<file path="src/rtl/eyeAlignPkg.sv">
package eyeAlignPkg;

  // Strobes from the sequencer to the datapath counters.
  typedef struct packed {
    logic evalEn;       // consume samples into the run filter
    logic clrRun;       // clear all per-run counters at start
    logic incSeek;      // one more step taken while searching
    logic setWidthOne;  // first good position of the window
    logic incWidth;     // one more good position in the window
    logic loadBack;     // load backward step count from width/2
    logic decBack;      // one backward step completed
  } alignStrobeT;

  typedef enum logic [2:0] {
    ST_IDLE,
    ST_EVAL,
    ST_REQ,
    ST_WAIT,
    ST_DONE
  } seqStateT;

  typedef enum logic [2:0] {
    PH_LEAVE,
    PH_EXTRA,
    PH_SEEK,
    PH_MEASURE,
    PH_BACK
  } seqPhaseT;

endpackage

</file>
<file path="src/rtl/eyeAlignDatapath.sv">
module eyeAlignDatapath
  import eyeAlignPkg::*;
#(
  parameter int PAT_W = 7,
  parameter logic [PAT_W-1:0] PATTERN = 7'b1100011,
  parameter int FILTER_LEN = 128,
  parameter int MAX_STEPS = 1024,
  parameter int WIDTH_W = 12
) (
  input  logic               clk,
  input  logic               rstN,
  input  alignStrobeT        strobe,
  input  logic               sampleValid,
  input  logic [PAT_W-1:0]   sampleWord,
  output logic               posGood,
  output logic               posBad,
  output logic               seekOver,
  output logic               halfZero,
  output logic               backLast,
  output logic [WIDTH_W-1:0] windowWidth
);

  localparam int FILT_W = (FILTER_LEN > 1) ? $clog2(FILTER_LEN) : 1;
  localparam logic [FILT_W-1:0] FILT_LAST = FILT_W'(FILTER_LEN - 1);
  localparam int SEEK_W = $clog2(MAX_STEPS + 2);
  localparam logic [SEEK_W-1:0] SEEK_LIMIT = SEEK_W'(MAX_STEPS);
  localparam logic [WIDTH_W-1:0] WIDTH_MAX = '1;

  // Bitwise comparison against the expected clock shape.
  logic [PAT_W-1:0] bitDiff;
  logic wordMatch;

  genvar gi;
  generate
    for (gi = 0; gi < PAT_W; gi++) begin : gBitCmp
      assign bitDiff[gi] = sampleWord[gi] ^ PATTERN[gi];
    end
  endgenerate

  assign wordMatch = ~|bitDiff;

  // Run filter: consecutive matching valid samples at the current position.
  logic [FILT_W-1:0] filtCnt;

  always_ff @(posedge clk or negedge rstN) begin
    if (!rstN) begin
      filtCnt <= '0;
    end else if (strobe.clrRun || !strobe.evalEn) begin
      filtCnt <= '0;
    end else if (sampleValid) begin
      filtCnt <= wordMatch ? filtCnt + 1'b1 : '0;
    end
  end

  assign posGood = strobe.evalEn && sampleValid && wordMatch && (filtCnt == FILT_LAST);
  assign posBad  = strobe.evalEn && sampleValid && !wordMatch;

  // Forward steps taken while searching for the next window edge.
  logic [SEEK_W-1:0] seekCnt;

  always_ff @(posedge clk or negedge rstN) begin
    if (!rstN) begin
      seekCnt <= '0;
    end else if (strobe.clrRun) begin
      seekCnt <= '0;
    end else if (strobe.incSeek) begin
      seekCnt <= seekCnt + 1'b1;
    end
  end

  assign seekOver = seekCnt > SEEK_LIMIT;

  // Window width, saturating.
  logic [WIDTH_W-1:0] widthReg;

  always_ff @(posedge clk or negedge rstN) begin
    if (!rstN) begin
      widthReg <= '0;
    end else if (strobe.clrRun) begin
      widthReg <= '0;
    end else if (strobe.setWidthOne) begin
      widthReg <= WIDTH_W'(1);
    end else if (strobe.incWidth && (widthReg != WIDTH_MAX)) begin
      widthReg <= widthReg + 1'b1;
    end
  end

  assign windowWidth = widthReg;
  assign halfZero = (widthReg >> 1) == '0;

  // Remaining backward steps toward the window centre.
  logic [WIDTH_W-1:0] backCnt;

  always_ff @(posedge clk or negedge rstN) begin
    if (!rstN) begin
      backCnt <= '0;
    end else if (strobe.clrRun) begin
      backCnt <= '0;
    end else if (strobe.loadBack) begin
      backCnt <= widthReg >> 1;
    end else if (strobe.decBack) begin
      backCnt <= backCnt - 1'b1;
    end
  end

  assign backLast = backCnt == WIDTH_W'(1);

  assert_filter_range_R2: assert property (@(posedge clk) disable iff (!rstN)
    filtCnt <= FILT_LAST);

  assert_fresh_window_R2: assert property (@(posedge clk) disable iff (!rstN)
    (posGood || posBad) |=> (filtCnt == '0));

  assert_seek_bound_R4: assert property (@(posedge clk) disable iff (!rstN)
    seekCnt <= SEEK_W'(MAX_STEPS + 1));

  assert_back_underflow_R6: assert property (@(posedge clk) disable iff (!rstN)
    strobe.decBack |-> (backCnt != '0));

endmodule

</file>
<file path="src/rtl/eyeAlignCtrl.sv">
module eyeAlignCtrl
  import eyeAlignPkg::*;
(
  input  logic        clk,
  input  logic        rstN,
  input  logic        start,
  input  logic        shiftDone,
  input  logic        posGood,
  input  logic        posBad,
  input  logic        seekOver,
  input  logic        halfZero,
  input  logic        backLast,
  output alignStrobeT strobe,
  output logic        shiftReq,
  output logic        shiftDir,
  output logic        done,
  output logic        ok
);

  seqStateT state, stateNext;
  seqPhaseT phase, phaseNext;
  logic dirReg, dirNext;
  logic okReg, okNext;

  always_comb begin
    stateNext = state;
    phaseNext = phase;
    dirNext   = dirReg;
    okNext    = okReg;
    strobe    = '0;
    unique case (state)
      ST_IDLE: begin
        if (start) begin
          strobe.clrRun = 1'b1;
          phaseNext = PH_LEAVE;
          okNext = 1'b0;
          stateNext = ST_EVAL;
        end
      end
      ST_EVAL: begin
        strobe.evalEn = 1'b1;
        if (posGood) begin
          dirNext = 1'b1;
          stateNext = ST_REQ;
          if (phase == PH_SEEK) begin
            strobe.setWidthOne = 1'b1;
            phaseNext = PH_MEASURE;
          end else if (phase == PH_MEASURE) begin
            strobe.incWidth = 1'b1;
          end
        end else if (posBad) begin
          unique case (phase)
            PH_LEAVE: begin
              phaseNext = PH_EXTRA;
              dirNext = 1'b1;
              stateNext = ST_REQ;
            end
            PH_SEEK: begin
              strobe.incSeek = 1'b1;
              dirNext = 1'b1;
              stateNext = ST_REQ;
            end
            default: begin
              if (halfZero) begin
                okNext = 1'b1;
                stateNext = ST_DONE;
              end else begin
                strobe.loadBack = 1'b1;
                phaseNext = PH_BACK;
                dirNext = 1'b0;
                stateNext = ST_REQ;
              end
            end
          endcase
        end
      end
      ST_REQ: stateNext = ST_WAIT;
      ST_WAIT: begin
        if (shiftDone) begin
          unique case (phase)
            PH_EXTRA: begin
              phaseNext = PH_SEEK;
              stateNext = ST_EVAL;
            end
            PH_SEEK: begin
              if (seekOver) begin
                okNext = 1'b0;
                stateNext = ST_DONE;
              end else begin
                stateNext = ST_EVAL;
              end
            end
            PH_BACK: begin
              strobe.decBack = 1'b1;
              if (backLast) begin
                okNext = 1'b1;
                stateNext = ST_DONE;
              end else begin
                stateNext = ST_REQ;
              end
            end
            default: stateNext = ST_EVAL;
          endcase
        end
      end
      ST_DONE: stateNext = ST_IDLE;
      default: stateNext = ST_IDLE;
    endcase
  end

  always_ff @(posedge clk or negedge rstN) begin
    if (!rstN) begin
      state  <= ST_IDLE;
      phase  <= PH_LEAVE;
      dirReg <= 1'b1;
      okReg  <= 1'b0;
    end else begin
      state  <= stateNext;
      phase  <= phaseNext;
      dirReg <= dirNext;
      okReg  <= okNext;
    end
  end

  assign shiftReq = state == ST_REQ;
  assign shiftDir = dirReg;
  assign done     = state == ST_DONE;
  assign ok       = okReg;

  assert_req_pulse_R7: assert property (@(posedge clk) disable iff (!rstN)
    shiftReq |=> !shiftReq);

  assert_wait_hold_R7: assert property (@(posedge clk) disable iff (!rstN)
    (state == ST_WAIT && !shiftDone) |=> (state == ST_WAIT));

  assert_done_pulse_R8: assert property (@(posedge clk) disable iff (!rstN)
    done |=> !done);

  assert_ok_rise_R8: assert property (@(posedge clk) disable iff (!rstN)
    $rose(ok) |-> done);

  assert_back_dir_R6: assert property (@(posedge clk) disable iff (!rstN)
    (shiftReq && !shiftDir) |-> (phase == PH_BACK));

endmodule

</file>
<file path="src/rtl/eyeCenterAligner.sv">
module eyeCenterAligner
  import eyeAlignPkg::*;
#(
  parameter int PAT_W = 7,
  parameter logic [PAT_W-1:0] PATTERN = 7'b1100011,
  parameter int FILTER_LEN = 128,
  parameter int MAX_STEPS = 1024,
  parameter int WIDTH_W = 12
) (
  input  logic               clk,
  input  logic               rstN,
  input  logic               start,
  input  logic               sampleValid,
  input  logic [PAT_W-1:0]   sampleWord,
  input  logic               shiftDone,
  output logic               shiftReq,
  output logic               shiftDir,
  output logic               done,
  output logic               ok,
  output logic [WIDTH_W-1:0] windowWidth
);

  alignStrobeT strobe;
  logic posGood, posBad, seekOver, halfZero, backLast;

  eyeAlignCtrl uCtrl (
    .clk      (clk),
    .rstN     (rstN),
    .start    (start),
    .shiftDone(shiftDone),
    .posGood  (posGood),
    .posBad   (posBad),
    .seekOver (seekOver),
    .halfZero (halfZero),
    .backLast (backLast),
    .strobe   (strobe),
    .shiftReq (shiftReq),
    .shiftDir (shiftDir),
    .done     (done),
    .ok       (ok)
  );

  eyeAlignDatapath #(
    .PAT_W     (PAT_W),
    .PATTERN   (PATTERN),
    .FILTER_LEN(FILTER_LEN),
    .MAX_STEPS (MAX_STEPS),
    .WIDTH_W   (WIDTH_W)
  ) uData (
    .clk        (clk),
    .rstN       (rstN),
    .strobe     (strobe),
    .sampleValid(sampleValid),
    .sampleWord (sampleWord),
    .posGood    (posGood),
    .posBad     (posBad),
    .seekOver   (seekOver),
    .halfZero   (halfZero),
    .backLast   (backLast),
    .windowWidth(windowWidth)
  );

endmodule

</file>
<file path="config.mk">
export PLATFORM = sky130hd
export DESIGN_NAME = eyeCenterAligner
export DESIGN_NICKNAME = d
export VERILOG_FILES = /design/src/rtl/eyeAlignPkg.sv /design/src/rtl/eyeAlignDatapath.sv /design/src/rtl/eyeAlignCtrl.sv /design/src/rtl/eyeCenterAligner.sv
export SDC_FILE = /design/constraint.sdc
export NUM_CORES = 1
export LEC_CHECK = 0
export ABC_AREA = 1
export BUFFER_PORTS_ARGS = -buffer_cell sky130_fd_sc_hd__buf_4
export CELL_PAD_IN_SITES_DETAIL_PLACEMENT = 2
export CELL_PAD_IN_SITES_GLOBAL_PLACEMENT = 2
export CORE_AREA = 2 2 98 100
export CTS_BUF_LIST = sky130_fd_sc_hd__clkbuf_4 sky130_fd_sc_hd__clkbuf_8
export CTS_CLUSTER_DIAMETER = 80
export CTS_CLUSTER_SIZE = 40
export DETAILED_ROUTE_END_ITERATION = 8
export DIE_AREA = 0 0 100 102
export PLACE_DENSITY = 0.95
export SLEW_MARGIN = 10
export SYNTH_ARGS = -nofsm -noshare
export SYNTH_HDL_FRONTEND = slang
export SYNTH_SLANG_ARGS = --single-unit
</file>
<file path="constraint.sdc">
create_clock -name clk -period 5.09 [get_ports clk]
set_input_delay 0.7635 -clock clk [delete_from_list [all_inputs] [get_ports clk]]
set_output_delay 0.7635 -clock clk [all_outputs]
set_load 0.01 [all_outputs]
</file>
# ---- Word-level counts from Yosys, hierarchy flattened
# Cells that the tools add are included.
dict set report op_classes {
  n_bitwise 4
  mux 61
  add_sub_neg 4
  eq_ne 26
  n_reduce_logical 23
  magnitude_cmp 1
}
# operator count
set op_table {}
lappend op_table {{$mux W12} 6}
lappend op_table {{$mux W3} 15}
lappend op_table {{$mux W1} 27}
lappend op_table {{$mux W11} 2}
lappend op_table {{$mux W7} 3}
lappend op_table {{$ne A3 B3 Y1 const B} 5}
lappend op_table {{$ne A2 B2 Y1 const B} 7}
lappend op_table {{$add A12 B1 Y12 const B} 1}
lappend op_table {{$eq A12 B1 Y1 const B} 1}
lappend op_table {{$eq A3 B2 Y1 const B} 4}
lappend op_table {{$logic_not A12 Y1} 1}
lappend op_table {{$ne A12 B12 Y1 const B} 1}
lappend op_table {{$pmux W3 S2} 2}
lappend op_table {{$pmux W3 S4} 1}
lappend op_table {{$sub A12 B1 Y12 const B} 1}
lappend op_table {{$add A11 B1 Y11 const B} 1}
lappend op_table {{$gt A11 B11 Y1 const B} 1}
lappend op_table {{$reduce_and A10 Y1} 1}
lappend op_table {{$pmux W3 S3} 1}
lappend op_table {{$reduce_bool A3 Y1} 3}
lappend op_table {{$reduce_and A8 Y1} 1}
lappend op_table {{$add A7 B1 Y7 const B} 1}
lappend op_table {{$eq A7 B7 Y1 const B} 1}
lappend op_table {{$reduce_or A7 Y1} 1}
lappend op_table {{17 further kinds} 31}
dict set report word_totals {
  output_inout_bits 16
  word_cells 127
  input_bits 12
  ff_bits 50
}

# ---- Logic depth before layout (Yosys ltp)
dict set report depth {
  depth_word 11
  ltp_mapped 12
  depth_no_buf 12
}

# ---- By module
# From an unflattened synthesis, not the netlist that was laid out.
dict set report unflattened {
  cells_unflattened 498
  hier_area_um2 3365.7
}
# mod seq_area_each_um2 cells_per_inst area_each_um2 instances
set modules_own_cells {}
lappend modules_own_cells {eyeAlignDatapath 1051.0 389 2680.1 1}
lappend modules_own_cells {eyeAlignCtrl 201.4 109 685.7 1}

# ---- Worst setup path after synthesis
# Ideal clock, no wire load.
dict set report synth_timing {
  path_kind {input to register}
  from {input sampleWord[3]}
  to {register uData.widthReg[6] (netlist: uData.windowWidth[6])}
  setup_ns 0.117
  slack_ns 3.121
  n_path_buf 1
  cell_stages 9
  t_required_ns 4.973
  t_arrival_ns 1.852
  path_cell_list {inv_1 -> nand3_1 -> nor2_2 -> nand3_4 -> nor3_4 -> nand2_2 -> buf_2 -> nand3_1 -> nand2_1}
}
dict set report synth_via {
  elab_chain_cells 8
  elab_cells_between_ends 10
  cone_classes {4 x mux; 6 x reduce/logical}
}
# item line_no
set synth_rtl {}
lappend synth_rtl {{start, declared} eyeCenterAligner.sv:14} ;# input logic [PAT_W-1:0] sampleWord,
lappend synth_rtl {{$reduce_or A7 Y1 *} eyeAlignDatapath.sv:40} ;# assign wordMatch = ~|bitDiff;
lappend synth_rtl {{$logic_not A1 Y1 *} eyeAlignDatapath.sv:40}
lappend synth_rtl {{$logic_and A1 B1 Y1 * (2 in a row)} eyeAlignDatapath.sv:55} ;# assign posGood = strobe.evalEn && sampleValid && wordMatch && (filtCnt == FILT_LAST);
lappend synth_rtl {{$mux W2 *} eyeAlignCtrl.sv:42} ;# if (posGood) begin
lappend synth_rtl {{$mux W4 *} eyeAlignCtrl.sv:31} ;# unique case (state)
lappend synth_rtl {{$mux W12 / $logic_and A1 B1 Y1 (equally long branches)} {eyeAlignDatapath.sv:81, eyeAlignDatapath.sv:83}}
lappend synth_rtl {{$mux W12 / $reduce_bool A3 Y1 (equally long branches)} -}
lappend synth_rtl {{end signal, assigned} eyeAlignDatapath.sv:84} ;# widthReg <= widthReg + 1'b1;
lappend synth_rtl {{end, declared} eyeAlignDatapath.sv:74} ;# logic [WIDTH_W-1:0] widthReg;
# Every way passes the cells marked *; elsewhere a longest branch is shown, timed or not.
# A chain may end at the register's enable or synchronous reset.

# ---- Worst setup path after layout
dict set report layout_timing {
  from {register uData.filtCnt[0]}
  to {register uData.widthReg[5] (netlist: uData.windowWidth[5])}
}
dict set report layout_via {
  elab_chain_cells 6
  elab_cells_between_ends 8
  cone_classes {1 x eq/ne; 4 x mux; 3 x reduce/logical}
}
# item line_no
set layout_rtl {}
lappend layout_rtl {{start, declared} eyeAlignDatapath.sv:43} ;# logic [FILT_W-1:0] filtCnt;
lappend layout_rtl {{start signal, assigned} eyeAlignDatapath.sv:51} ;# filtCnt <= wordMatch ? filtCnt + 1'b1 : '0;
lappend layout_rtl {{$eq A7 B7 Y1 *} eyeAlignDatapath.sv:55}
lappend layout_rtl {{$logic_and A1 B1 Y1 *} eyeAlignDatapath.sv:55}
lappend layout_rtl {{$mux W2 *} eyeAlignCtrl.sv:42}
lappend layout_rtl {{$mux W4 *} eyeAlignCtrl.sv:31}
lappend layout_rtl {{$mux W12 / $logic_and A1 B1 Y1 (equally long branches)} {eyeAlignDatapath.sv:81, eyeAlignDatapath.sv:83}}
lappend layout_rtl {{$mux W12 / $reduce_bool A3 Y1 (equally long branches)} -}
# Marks and branches as above.

==> flow_summary.json <==
{
  "outcome": "finished, final reports clean",
  "required_ns": 5.34,
  "antenna_cells": 0,
  "top_usage_layer": "met2",
  "firstDrtPassIters": 4,
  "seq_area_frac_synth": 0.3669,
  "hold_viol_final": 0,
  "core_um2": 9109,
  "dieArea_um2": 10200,
  "rows": 35,
  "ios": 28,
  "drive_gt1_frac": 0.1135,
  "nets": 528,
  "cp_common_cell": "nor2_1",
  "maxCapViolations": 0,
  "vdd_drop_max_uv": 198.5,
  "n_fill_cell": 1096,
  "maxSlewHeadroom": 0.3113,
  "cts_max_path_buffers": 2,
  "cts_num_sinks": 50,
  "insertion_delay_ns": 0.32,
  "hold_class": "input pin to async pin",
  "netlist-cell-type-count": 31,
  "layout-area-overhead-vs-synth_pct": 10.85,
  "final_cell_mix": "150 x nand2_1, 61 x nor2_1, 49 x dfrtp_1, 45 x nand3_1, 40 x inv_1",
  "cts_buffers": 5,
  "synth_seq_cells": 50,
  "whs_ns": 0.4771,
  "antenna_found_initial": 0,
  "clkSlewWorstSetupHoldPaths_ns": 0.10,
  "setup_tns_ns": 0,
  "syn_area_um2": 3413,
  "grt_overflow": 0,
  "final_common_cell": "nand2_1",
  "die_w_um": 100,
  "fmax_mhz": 324.1,
  "cellPowerDensity_nw_per_um2": 638.6,
  "critPathMaxStageDelay_ns": 0.67,
  "avgSynthCellArea_um2": 6.952,
  "grt_max_degree": 51,
  "grt.met2_usage": 0.5036,
  "dp_hpwl_mm": 9.157,
  "synth.area.top_cells": "dfrtp_1 36%, nand2_1 16%, nor2_1 6.7%",
  "period_minus_slack_ns": 3.085,
  "cp_cell_sequence": "ha_1, nand3_1, nor2_1, nand3_4, nor2_1, nor2_1, nand2_2, nand2_1, nand2_1",
  "root_buffer": "clkbuf_8",
  "grt_pass1_vias": 3915,
  "ff_latch_area_um2": 1252,
  "tritoncts": "done",
  "place.gp.congestion": 0.8198,
  "synth_top_area_frac": 0.3592,
  "post_drt_wl_per_cell_um": 21.28,
  "drv_slew": 0,
  "fin_crit_sh": 0.6061,
  "cts_resized": 0,
  "setup_viol": 0,
  "io_buffers": 27,
  "synth_warnings": 0,
  "ant_nets": 0,
  "worst_pin_slew_ns": 1.029,
  "met1_usage": 0.3148,
  "cp.arrival_ns": 3.34,
  "critPathMaxFanout": 13,
  "syn_inst": 491,
  "cp-end-kind": "flop",
  "post_cts.repair.setup_buffers": 0,
  "track_usage": 0.2699,
  "multi_input_comb_area_um2": 1903,
  "rsz0062_at_grt": "false",
  "drc": 0,
  "die_h_um": 102,
  "start_util": 0.3747,
  "finClkSkew_ns": 0.007048,
  "gr-usage-met3": 0.03830,
  "hold_buffers": 0,
  "leakage_nw": 1.857,
  "startpoint_type": "flop",
  "htreeDepth": 2,
  "vias_per_cell": 5.711,
  "synthesis.nets": 509,
  "drt-total-wl_mm": 13.23,
  "grt_pass1_wl_mm": 21.29,
  "yosys.area.top_type": "dfrtp_1",
  "vias": 3552,
  "first_iter_violations": 111,
  "slowest_stage": "nor2_1",
  "critical_path_class": "flop to flop"
}
==> sequential cells by signal, summed over array words and instances (netlist names) <==
signal,cells
uCtrl.ok,1
uCtrl.phase,3
uData.seekCnt,11
uData.windowWidth,12
uCtrl.shiftDir,1
uData.filtCnt,7
uCtrl.state,3
uData.backCnt,12
==> critical path, delay by kind of cell (launching register included) <==
| kind | cells | cell delay (ns) |
|---|---|---|
| simple gates | 8 | 2.40 |
| flops | 1 | 0.40 |
| fa+ha+maj | 1 | 0.21 |
==> synthesized netlist by cell type, drive strengths merged <==
| library cell | number |
|---|---|
| nand2 | 155 |
| nor2 | 68 |
| dfrtp | 49 |
| nand3 | 48 |
| inv | 44 |
| nor3 | 22 |
| o21ai | 20 |
| a21oi | 12 |
| buf | 12 |
| o211ai | 11 |
| nand4 | 10 |
| xnor2 | 10 |
| xor2 | 10 |
| ha | 6 |
| clkbuf | 4 |
| o31ai | 3 |
| nand3b | 2 |
| a21o | 1 |
| a31o | 1 |
| a32o | 1 |
| dfstp | 1 |
| o21a | 1 |
==> where the power goes <==
| part | switching [mW] | internal [mW] |
|---|---|---|
| registers | 0.209 | 0.516 |
| clock network | 0.150 | 0.158 |
| logic | 0.941 | 0.443 |
==> stage by stage <==
stage	cells	total power [mW]	setup WS (ns)	util	cell area, um^2
6_report	622	2.416	2.005	0.4154	3784
3_3_place_gp	614	1.885	1.999	0.4029	3670
2_1_floorplan	491	1.586	3.121	-	3413
3_5_place_dp	614	2.037	1.846	0.4029	3670
5_1_grt	622	2.584	1.723	0.4154	3784
4_1_cts	622	2.416	2.018	0.4154	3784
==> final timing paths <==
check	startpoint	endpoint	slack (ns)	cells after the start
hold reg to reg	uCtrl.ok$_DFFE_PN0P_	uCtrl.ok$_DFFE_PN0P_	0.51	2
hold / removal	rstN	uData.seekCnt[2]$_DFFE_PN0P_	0.48	1
min in group clk	uCtrl.ok$_DFFE_PN0P_	uCtrl.ok$_DFFE_PN0P_	0.51	2
setup / recovery	uData.filtCnt[0]$_DFFE_PN0P_	uData.windowWidth[5]$_DFFE_PN0P_	2.00	9
max in group asynchronous	rstN	uData.windowWidth[6]$_DFFE_PN0P_	4.13	1
setup reg to reg	uData.filtCnt[0]$_DFFE_PN0P_	uData.windowWidth[5]$_DFFE_PN0P_	2.00	9
==> cell type report <==
type | count | area share
Timing Repair Buffer | 28 | 0.05556
Clock inverter | 1 | 0.007937
Inverter | 44 | 0.04365
Multi-Input combinational cell | 381 | 0.5030
Sequential cell | 50 | 0.3310
Tap cell | 111 | 0.03671
Clock buffer | 7 | 0.02216
==> cells by family (layout without fill, tap and decap cells) <==
group / after synthesis / in the layout / share of synthesized area
adder cells (fa/ha/maj): 6 / 6 / 0.02199
XOR/XNOR: 20 / 20 / 0.05132
buffers and inverters: 60 / 80 / 0.07551
AND/OR/NAND/NOR: 305 / 305 / 0.3966
AO/OA/AOI/OAI: 50 / 50 / 0.08761
flip-flops: 50 / 50 / 0.3669
==> per-layer routing <==
| layer | part of all wire | vias to the layer above |
|---|---|---|
| met5 | 0 | - |
| met4 | 0.030 | 0 |
| met3 | 0.020 | 33 |
| met2 | 0.53 | 61 |
| met1 | 0.42 | 1832 |
| li1 | - | 1626 |
Power figures use the tool's default switching activity.
